--- config.mk ---
export PLATFORM = sky130hd
export DESIGN_NAME = dac_sum_clamp
export DESIGN_NICKNAME = d
export VERILOG_FILES = /design/src/rtl/sumlim_pkg.sv /design/src/rtl/sumlim_cfg.sv /design/src/rtl/sumlim_gated_sum.sv /design/src/rtl/sumlim_sat.sv /design/src/rtl/dac_sum_clamp.sv
export SDC_FILE = /design/constraint.sdc
export NUM_CORES = 1
export LEC_CHECK = 0
export BUFFER_PORTS_ARGS = -buffer_cell sky130_fd_sc_hd__buf_4
export CORE_ASPECT_RATIO = 1.5
export CORE_MARGIN = 3
export CORE_UTILIZATION = 34
export DETAILED_ROUTE_END_ITERATION = 8
export PLACE_DENSITY = 0.57
export SLEW_MARGIN = 20
export SYNTH_ARGS = -nofsm -noshare
export SYNTH_HDL_FRONTEND = slang
export SYNTH_SLANG_ARGS = --single-unit
--- constraint.sdc ---
create_clock -name clk_i -period 8.6 [get_ports clk_i]
set_input_delay 0 -clock clk_i [delete_from_list [all_inputs] [get_ports clk_i]]
set_output_delay 0 -clock clk_i [all_outputs]
set_load 0.005 [all_outputs]
--- src/rtl/sumlim_pkg.sv ---
package sumlim_pkg;
  localparam int unsigned DATA_W = 16;
  localparam int unsigned LANES  = 2;

  typedef enum logic [2:0] {
    ADDR_EN     = 3'd0,
    ADDR_PRE_HI = 3'd1,
    ADDR_PRE_LO = 3'd2,
    ADDR_OUT_HI = 3'd3,
    ADDR_OUT_LO = 3'd4
  } cfg_addr_e;

  localparam int unsigned ADDR_W = $bits(cfg_addr_e);
endpackage

--- src/rtl/sumlim_cfg.sv ---
module sumlim_cfg
  import sumlim_pkg::*;
#(
  parameter int unsigned DW = 16
) (
  input  logic                 clk_i,
  input  logic                 rst_ni,
  input  logic                 we_i,
  input  logic [ADDR_W-1:0]    addr_i,
  input  logic [DW-1:0]        wdata_i,
  output logic                 i_en_o,
  output logic                 q_en_o,
  output logic signed [DW-1:0] pre_hi_o,
  output logic signed [DW-1:0] pre_lo_o,
  output logic signed [DW-1:0] out_hi_o,
  output logic signed [DW-1:0] out_lo_o
);
  localparam logic signed [DW-1:0] POS_FS = {1'b0, {(DW-1){1'b1}}};
  localparam logic signed [DW-1:0] NEG_FS = {1'b1, {(DW-2){1'b0}}, 1'b1};

  always_ff @(posedge clk_i or negedge rst_ni) begin
    if (!rst_ni) begin
      i_en_o   <= 1'b1;
      q_en_o   <= 1'b0;
      pre_hi_o <= POS_FS;
      pre_lo_o <= NEG_FS;
      out_hi_o <= POS_FS;
      out_lo_o <= NEG_FS;
    end else if (we_i) begin
      case (cfg_addr_e'(addr_i))
        ADDR_EN: begin
          i_en_o <= wdata_i[0];
          q_en_o <= wdata_i[1];
        end
        ADDR_PRE_HI: pre_hi_o <= $signed(wdata_i);
        ADDR_PRE_LO: pre_lo_o <= $signed(wdata_i);
        ADDR_OUT_HI: out_hi_o <= $signed(wdata_i);
        ADDR_OUT_LO: out_lo_o <= $signed(wdata_i);
        default: ;
      endcase
    end
  end
endmodule

--- src/rtl/sumlim_gated_sum.sv ---
module sumlim_gated_sum #(
  parameter int unsigned DW        = 16,
  parameter int unsigned SW        = DW + 2,
  parameter bit          Q_PATH_EN = 1'b0
) (
  input  logic signed [DW-1:0] offset_i,
  input  logic signed [DW-1:0] upc_i_i,
  input  logic signed [DW-1:0] buddy_q_i,
  input  logic                 i_en_i,
  input  logic                 q_en_i,
  output logic signed [SW-1:0] sum_o
);
  logic signed [SW-1:0] off_x, i_term, q_term;

  assign off_x  = SW'(offset_i);
  assign i_term = i_en_i ? SW'(upc_i_i) : '0;

  generate
    if (Q_PATH_EN) begin : g_q_on
      assign q_term = q_en_i ? SW'(buddy_q_i) : '0;
    end else begin : g_q_off
      // quadrature path parked: inputs consumed only to keep lint quiet
      logic unused_q;
      assign unused_q = ^{buddy_q_i, q_en_i};
      assign q_term   = '0;
    end
  endgenerate

  assign sum_o = off_x + i_term + q_term;
endmodule

--- src/rtl/sumlim_sat.sv ---
module sumlim_sat #(
  parameter int unsigned IN_W  = 18,
  parameter int unsigned OUT_W = 16
) (
  input  logic                    clk_i,
  input  logic                    rst_ni,
  input  logic signed [IN_W-1:0]  val_i,
  input  logic signed [OUT_W-1:0] lo_i,
  input  logic signed [OUT_W-1:0] hi_i,
  output logic signed [OUT_W-1:0] val_o
);
  logic signed [IN_W-1:0] lo_x, hi_x, floor_v, res_v;

  assign lo_x = IN_W'(lo_i);
  assign hi_x = IN_W'(hi_i);

  // floor first, ceiling last: an inverted pair resolves to the ceiling
  assign floor_v = (val_i < lo_x) ? lo_x : val_i;
  assign res_v   = (floor_v > hi_x) ? hi_x : floor_v;

  always_ff @(posedge clk_i or negedge rst_ni) begin
    if (!rst_ni) val_o <= '0;
    else         val_o <= res_v[OUT_W-1:0];
  end
endmodule

--- src/rtl/dac_sum_clamp.sv ---
module dac_sum_clamp
  import sumlim_pkg::*;
#(
  parameter int unsigned DW        = sumlim_pkg::DATA_W,
  parameter bit          Q_PATH_EN = 1'b0
) (
  input  logic                 clk_i,
  input  logic                 rst_ni,
  input  logic                 cfg_we_i,
  input  logic [2:0]           cfg_addr_i,
  input  logic [DW-1:0]        cfg_wdata_i,
  input  logic signed [DW-1:0] offset_i,
  input  logic signed [DW-1:0] upc_i_i,
  input  logic signed [DW-1:0] buddy_q_i,
  input  logic signed [DW-1:0] lim_i_i,
  input  logic signed [DW-1:0] lim_q_i,
  output logic signed [DW-1:0] dac_o,
  output logic signed [DW-1:0] lim_i_o,
  output logic signed [DW-1:0] lim_q_o
);
  localparam int unsigned SW = DW + 2;

  logic                 i_en, q_en;
  logic signed [DW-1:0] pre_hi, pre_lo, out_hi, out_lo;
  logic signed [SW-1:0] sum;
  logic signed [DW-1:0] pre_in  [LANES];
  logic signed [DW-1:0] pre_out [LANES];

  sumlim_cfg #(.DW(DW)) u_cfg (
    .clk_i    (clk_i),
    .rst_ni   (rst_ni),
    .we_i     (cfg_we_i),
    .addr_i   (cfg_addr_i),
    .wdata_i  (cfg_wdata_i),
    .i_en_o   (i_en),
    .q_en_o   (q_en),
    .pre_hi_o (pre_hi),
    .pre_lo_o (pre_lo),
    .out_hi_o (out_hi),
    .out_lo_o (out_lo)
  );

  sumlim_gated_sum #(.DW(DW), .SW(SW), .Q_PATH_EN(Q_PATH_EN)) u_sum (
    .offset_i  (offset_i),
    .upc_i_i   (upc_i_i),
    .buddy_q_i (buddy_q_i),
    .i_en_i    (i_en),
    .q_en_i    (q_en),
    .sum_o     (sum)
  );

  sumlim_sat #(.IN_W(SW), .OUT_W(DW)) u_out_sat (
    .clk_i  (clk_i),
    .rst_ni (rst_ni),
    .val_i  (sum),
    .lo_i   (out_lo),
    .hi_i   (out_hi),
    .val_o  (dac_o)
  );

  assign pre_in[0] = lim_i_i;
  assign pre_in[1] = lim_q_i;

  for (genvar k = 0; k < LANES; k++) begin : g_pre
    sumlim_sat #(.IN_W(DW), .OUT_W(DW)) u_pre_sat (
      .clk_i  (clk_i),
      .rst_ni (rst_ni),
      .val_i  (pre_in[k]),
      .lo_i   (pre_lo),
      .hi_i   (pre_hi),
      .val_o  (pre_out[k])
    );
  end

  assign lim_i_o = pre_out[0];
  assign lim_q_o = pre_out[1];
endmodule

==> results of run 1 <==
worst paths after layout:
kind	startpoint	end
worst max-delay path	u_cfg.i_en_o	u_out_sat.val_o[1]
worst min-delay path	lim_i_i[3]	g_pre[0].u_pre_sat.val_o[3]
worst max register to register	u_cfg.i_en_o	u_out_sat.val_o[1]
worst min register to register	u_cfg.out_hi_o[0]	u_out_sat.val_o[0]
max in group asynchronous	rst_ni	u_out_sat.val_o[13]
min in group asynchronous	rst_ni	u_cfg.pre_lo_o[5]
layout by cell type (no fill, tap or decap), types with 4 or more instances in the layout:
master	instances
a211oi_1	11
a21o_1	12
a21oi_1	36
and2_1	18
and3_1	6
buf_4	138
bufinv_16	5
clkbuf_16	17
clkinv_2	6
dfrtp_1	78
dfstp_2	35
dlygate4sd3_1	30
ha_1	113
inv_1	82
mux2_2	99
mux2i_1	7
nand2_1	80
nand2b_1	4
nand3_1	12
nand4_1	16
nor2_1	25
nor2b_1	4
nor3_1	4
o211ai_1	7
o21a_1	7
o21ai_0	73
xnor2_1	7
xor2_1	4
stage by stage:
step	hold slack (ps)	cell area, µm²	util
final	16.5	10300	0.446
after global routing	10.9	10300	0.446
after CTS	0.506	10300	0.446
after detailed placement	78.1	9370	0.405
after global placement	70.2	9370	0.405
after floorplan	-296	8050	-
state kept, by name, indices dropped and copies added (netlist names):
| name | cells |
|---|---|
| g_pre.u_pre_sat.val_o | 32 |
| u_cfg.out_hi_o | 16 |
| u_cfg.out_lo_o | 16 |
| u_cfg.pre_hi_o | 16 |
| u_cfg.pre_lo_o | 16 |
| u_out_sat.val_o | 16 |
| u_cfg.i_en_o | 1 |
cell type report:
cell class                      count  area [µm²]
Sequential cell                   113        2870
Clock inverter                     12         188
Tap cell                          315         394
Clock buffer                       20         457
Timing Repair Buffer              168        1340
Fill cell                        2345       12800
Inverter                           82         308
Multi-Input combinational cell    594        4760
layer usage:
metal,GRT usage,routed length [µm]
met3,0.0236,667
met2,0.339,12200
met1,0.195,8870
met5,0,0
met4,0.0677,548
report_power, final:
part,internal (mW),total [mW],switching [mW]
logic,0.765,1.53,0.765
registers,0.741,0.828,0.0869
clock network,0.526,0.778,0.252
total,2.03,3.14,1.10
critical path, stage by stage (launching register included):
cell	delay, ps
dfstp_2	650
and2_1	160
ha_1	180
inv_1	60
fa_1	390
nand2b_1	190
a21oi_1	250
o21ai_1	220
a2111oi_0	400
nor3_1	120
ha_1	200
a21o_1	180
a2111oi_4	350
o211ai_1	130
o221a_1	600
o21ai_0	380
ha_1	300
a21o_1	180
a221o_1	330
a2111oi_0	400
nor2_1	90
o21ai_2	780
mux2_2	440
cell families after synthesis:
| logic type | after synthesis | synth area share |
|---|---|---|
| xor gates and xnor gates | 11 | 0.0120 |
| DFF | 113 | 0.357 |
| AOI/OAI and AO/OA | 179 | 0.139 |
| and+or+nand+nor | 182 | 0.109 |
| muxes | 108 | 0.151 |
| buffers and inverters | 105 | 0.0542 |
| adders and majority gates | 114 | 0.178 |
==> results by group, run 1 <==
Clocking
  – CTS Buf Count: 17
  – Post-CTS sizing: 0
  – Reg clk slew, reported paths: 50 ps
  – Postcts setup bufs: 0
  – TritonCTS clock tree: done
  – CTS Root Buffer Type: clkbuf_16
  – Max Root-Sink Buffers: 2
  – Cts hold-fix bufs: 30
  – Htree depth: 4
  – Clock sinks: 113
  – Clock latency on the worst-skew pair: 410 ps

Floorplan
  – Row count: 68
  – Initial Util: 0.348
  – Die X: 132 µm
  – Die Height: 195 µm
  – I/O pin cnt: 150
  – Core area: 23100 µm²
  – Die ar.: 25600 µm²

Logic synthesis
  – Post-synth top area share: 0.242
  – Async SR Flop Fraction: 1.00
  – EDFF count, synth: 0
  – Synth area leader: dfrtp_1
  – Synth Cell Area: 8050 µm²
  – Syn Nets: 1028
  – Synth warn: 0
  – Top cells by area, synth: dfrtp_1 (24%), ha_1 (18%), mux2_2 (14%)
  – Synthesized area per cell: 9.92 µm²
  – Sequential area share after synthesis: 0.357
  – Synth Register Bits: 113
  – Unique cell type count in the Yosys netlist: 58
  – Top-count cell post-synth: ha_1
  – Top cells by count, synth: ha_1 (113), mux2_2 (99), inv_1 (82)
  – Main synth FF type: dfrtp_1
  – Synthesized instance count: 812

Final layout
  – Number of diodes: 0
  – Nets@finish: 1192
  – Layout cells sized above 1: 0.315
  – Post-Layout Cell Count: 1304
  – P&R area growth vs syn: 28.0%

Routing
  – DRT iter0 DRCs: 158
  – Vias per cell: 4.93
  – First drt pass iteration count: 4
  – Routed vias: 6432
  – Avg WL per Cell: 17.1 µm
  – DR DRC count: 0
  – Post-route ant nets: 0
  – Routed WL: 22300 µm

Placed design
  – Final Wtd Congestion: 0.816
  – Placed cell count: 1242
  – Port bufs: 133
  – Dpl hpwl: 17200 µm
  – DP Worst Slack: 1380 ps

Pwr
  – Worst vdd ir: 133 µV
  – LEAKAGE: 4.85 nW
  – Pwr dens: 304 nW/µm²
  – Final Power: 3.14 mW

Worst setup path
  – R2R setup slack: 1470 ps
  – Setup crit end kind: flop
  – Crit Path Class: flop to flop
  – Startpoint types: flop
  – FF-to-FF path depth: 22
  – Critical Path AT: 7410 ps
  – Peak fanout along the critical path: 27
  – Critical path required time: 8880 ps

Timing
  – Final period utilization: 0.829
  – RSZ-0062 raised after global routing: no
  – F_max: 140 MHz
  – Slew margin rel.: 0.255
  – Slew @ Worst Pin: 1120 ps
  – TNS Setup: 0 ps
  – Min Clock Period, post-route: 7130 ps
  – Slew Viols, Final: 0
  – Worst setup margin: 1470 ps
  – Fin. Hold Viols: 0
  – Setup violators final: 0
  – Clock Skew: 10.7 ps

Hold path
  – Worst min path class: input port to flop
  – Worst hold path depth: 3

Global route
  – Total track usage: 0.177
  – Largest net degree at the start of global routing: 65
  – Vias in the first global route: 6801
  – Initial antenna violation count: 0
  – Grt total ovfl: 0
  – First-pass GRT wire length: 35600 µm

Job
  – Max_cap viols: 0

Outcome
  – Status: finished, final reports clean
No activity file was read; power rests on OpenSTA's default activity.
==> run 2: changes to the inputs <==
--- a/config.mk
+++ b/config.mk
@@ -5,12 +5,13 @@
 export SDC_FILE = /design/constraint.sdc
 export NUM_CORES = 1
 export LEC_CHECK = 0
+export ABC_AREA = 1
 export BUFFER_PORTS_ARGS = -buffer_cell sky130_fd_sc_hd__buf_4
 export CORE_ASPECT_RATIO = 1.5
 export CORE_MARGIN = 3
 export CORE_UTILIZATION = 34
 export DETAILED_ROUTE_END_ITERATION = 8
-export PLACE_DENSITY = 0.57
+export PLACE_DENSITY = 0.59
 export SLEW_MARGIN = 20
 export SYNTH_ARGS = -nofsm -noshare
 export SYNTH_HDL_FRONTEND = slang
==> constraint.sdc (replaced) <==
create_clock -name clk_i -period 6.5 [get_ports clk_i]
set_input_delay 0 -clock clk_i [delete_from_list [all_inputs] [get_ports clk_i]]
set_output_delay 0 -clock clk_i [all_outputs]
set_load 0.005 [all_outputs]
==> run 2 against run 1 <==
Against the previous run: wire length grew 17%; setup slack lost 620 ps; sequential cell count did not move; area after synthesis is 12% higher; utilization down 0.57 points; critical endpoint is now u_out_sat.val_o[7]; largest power group unchanged; highest routed layer unchanged.
==> results by group, run 2 <==
Worst setup path
  – Startpoint types: flop
  – Critical Path AT: 6010 ps (-1400 ps)
  – Critical path required time: 6850 ps (-2030 ps)
  – Setup crit end kind: flop
  – Peak fanout along the critical path: 16 (-41%)
  – Slowest Stage Delay on Critical Path: 610 ps (-170 ps)
  – Critical-path cell with the highest stage delay: dfstp_2
  – CP most frequent cell: nand2_1
  – Crit Path Class: flop to flop
  – FF-to-FF path depth: 35 (+59%)

Clocking
  – Max Root-Sink Buffers: 2 (unchanged)
  – Clock latency on the worst-skew pair: 420 ps (about the same)
  – Post-CTS sizing: 0 (unchanged)
  – TritonCTS clock tree: done
  – Clock sinks: 113 (unchanged)
  – CTS Buf Count: 17 (unchanged)
  – Reg clk slew, reported paths: 60 ps (about the same)
  – CTS Root Buffer Type: clkbuf_16
  – Htree depth: 4 (unchanged)

Global route
  – Largest net degree at the start of global routing: 71 (+9.2%)
  – Vias in the first global route: 8675 (+28%)
  – Total track usage: 0.182 (+0.00583)
  – Initial antenna violation count: 0 (unchanged)
  – First-pass GRT wire length: 42200 µm (+18%)
  – Grt total ovfl: 0 (unchanged)

Final layout
  – Layout cells sized above 1: 0.160 (-0.155)
  – Max reg flops: 32 (unchanged)
  – Fin area: 11400 µm² (+11%)
  – Most common cell after layout, fill and taps aside: nand2_1
  – Nets@finish: 1655 (+39%)
  – Biggest register: g_pre.u_pre_sat.val_o
  – Number of diodes: 0 (unchanged)
  – P&R area growth vs syn: 26.8%
  – Final Util: 0.440 (-0.00569)
  – Most frequent cells in the layout: nand2_1 (341), inv_1 (207), buf_4 (144)
  – Post-Layout Cell Count: 1785 (+37%)

Routing
  – DRT iter0 DRCs: 310 (+96%)
  – Avg WL per Cell: 14.6 µm (-15%)
  – Routed WL: 26000 µm (+17%)
  – First drt pass iteration count: 5 (+1)
  – Vias per cell: 4.89 (-0.89%)
  – Post-route ant nets: 0 (unchanged)
  – Routed vias: 8726 (+36%)
  – DR DRC count: 0 (unchanged)

Timing
  – Min Clock Period, post-route: 5660 ps (-1480 ps)
  – Slew Viols, Final: 0 (unchanged)
  – F_max: 177 MHz (+26%)
  – Slew @ Worst Pin: 895 ps (-221 ps)
  – Clock Skew: 9.60 ps (-1.10 ps)
  – Slew margin rel.: 0.402 (+0.146)
  – Fin. Hold Viols: 0 (unchanged)
  – RSZ-0062 raised after global routing: no
  – Final period utilization: 0.870 (+0.0409)
  – TNS Setup: 0 ps (unchanged)
  – Setup violators final: 0 (unchanged)

Logic synthesis
  – Post-synth top area share: 0.217 (-0.0254)
  – Synthesized instance count: 1258 (+55%)
  – Unique cell type count in the Yosys netlist: 33 (-43%)
  – Top cells by count, synth: nand2_1 (341), inv_1 (207), nand3_1 (122)
  – Sequential area share after synthesis: 0.319 (-0.0374)
  – Top-count cell post-synth: nand2_1
  – Synthesized area per cell: 7.15 µm² (-28%)
  – Synth warn: 0 (unchanged)
  – Async SR Flop Fraction: 1.00 (unchanged)
  – Syn Nets: 1474 (+43%)
  – Top cells by area, synth: dfrtp_1 (22%), ha_1 (16%), nand2_1 (14%)
  – EDFF count, synth: 0 (unchanged)
  – Synth Cell Area: 9000 µm² (+12%)
  – Synth area leader: dfrtp_1
  – Synth Register Bits: 113 (unchanged)
  – Main synth FF type: dfrtp_1

Floorplan
  – Row count: 72 (+5.9%)
  – I/O pin cnt: 150 (unchanged)
  – Die Height: 205 µm (+5.5%)
  – Die X: 139 µm (+5.4%)
  – Core area: 25900 µm² (+12%)
  – Initial Util: 0.347 (-0.00118)
  – Die ar.: 28500 µm² (+11%)

Hold path
  – Worst min path class: input port to asynchronous set/reset pin

Placed design
  – Final Wtd Congestion: 0.897 (+9.9%)
  – Placed cell count: 1700 (+37%)
  – Port bufs: 133 (unchanged)
  – Dpl cell area: 10300 µm² (+10%)
  – Dpl hpwl: 20800 µm (+21%)

Pwr
  – LEAKAGE: 6.25 nW (+29%)
  – Worst vdd ir: 194 µV (+46%)
  – Pwr dens: 395 nW/µm² (+30%)
  – Final Power: 4.50 mW (+44%)

Outcome
  – Status: finished, final reports clean

Job
  – Max_cap viols: 0 (unchanged)
## run 2: cell count changes in the layout (fill, tap and decap cells not counted), sizes merged, moves of 19 or more
cell / change
and2: +25
nand3: +118
nand4: +42
dlygate4sd3: +23
mux2: -101
nand2: +269
inv: +126
nor2: +19
## run 2: repair_timing
action,CTS,global route
setup buffers,0,0
hold endpoints to repair,139,0
hold buffers,53,0
## run 2: path summary, 6_finish.rpt
kind                            slack [ps]                      endpoint         startpoint
worst max-delay path                   840            u_out_sat.val_o[7]       u_cfg.i_en_o
worst min-delay path                   130  g_pre[0].u_pre_sat.val_o[11]             rst_ni
worst max register to register         840            u_out_sat.val_o[7]       u_cfg.i_en_o
worst min register to register         480             u_cfg.pre_lo_o[1]  u_cfg.pre_lo_o[1]
max in group asynchronous             5080            u_out_sat.val_o[6]             rst_ni
min in group clk_i                     150            u_out_sat.val_o[0]        offset_i[0]
## run 2: kinds of logic (layout without fill, tap and decap cells)
family	Yosys count	after routing	synth area share
and+or+nand+nor	633	633	0.322
buffers and inverters	242	436	0.106
AOI/OAI and AO/OA	149	149	0.0868
adders and majority gates	114	114	0.159
DFF	113	113	0.319
xor gates and xnor gates	7	7	0.00681
## run 2: final cells by class
cell class                      instances  area, µm²
Clock buffer                           19        433
Clock inverter                         13        115
Fill cell                            2678      14500
Inverter                              207        777
Multi-Input combinational cell        903       5190
Sequential cell                       113       2870
Tap cell                              333        417
Timing Repair Buffer                  197       1610
## run 2: through the flow
stage	setup WS (ps)	hold WS [ps]
floorplan	1330	-296
global placement	903	37.8
detailed placement	775	41.6
CTS	747	131
global route	327	194
finish	845	132
## run 2: critical path: cells and delay by family, from the launching register on
family	cells	cell delay [ps]
AO/OA/AOI/OAI	4	890
buffers and inverters	5	640
adder cells (fa/ha/maj)	3	900
AND/OR/NAND/NOR	23	2520
flip-flops	1	610
## run 2: per-layer routing
layer  vias to the layer above  track usage  wire, µm
met5                         -            0         0
met4                         0       0.0860      1120
met3                        59       0.0219       949
met2                       212        0.349     13800
met1                      4006        0.198     10200
li1                       4449            -         -
## run 2: power breakdown
group	switching, mW	internal [mW]	leakage [nW]	total [mW]
registers	0.120	0.966	1.34	1.09
logic	1.52	1.02	4.65	2.54
clock network	0.353	0.524	0.259	0.877
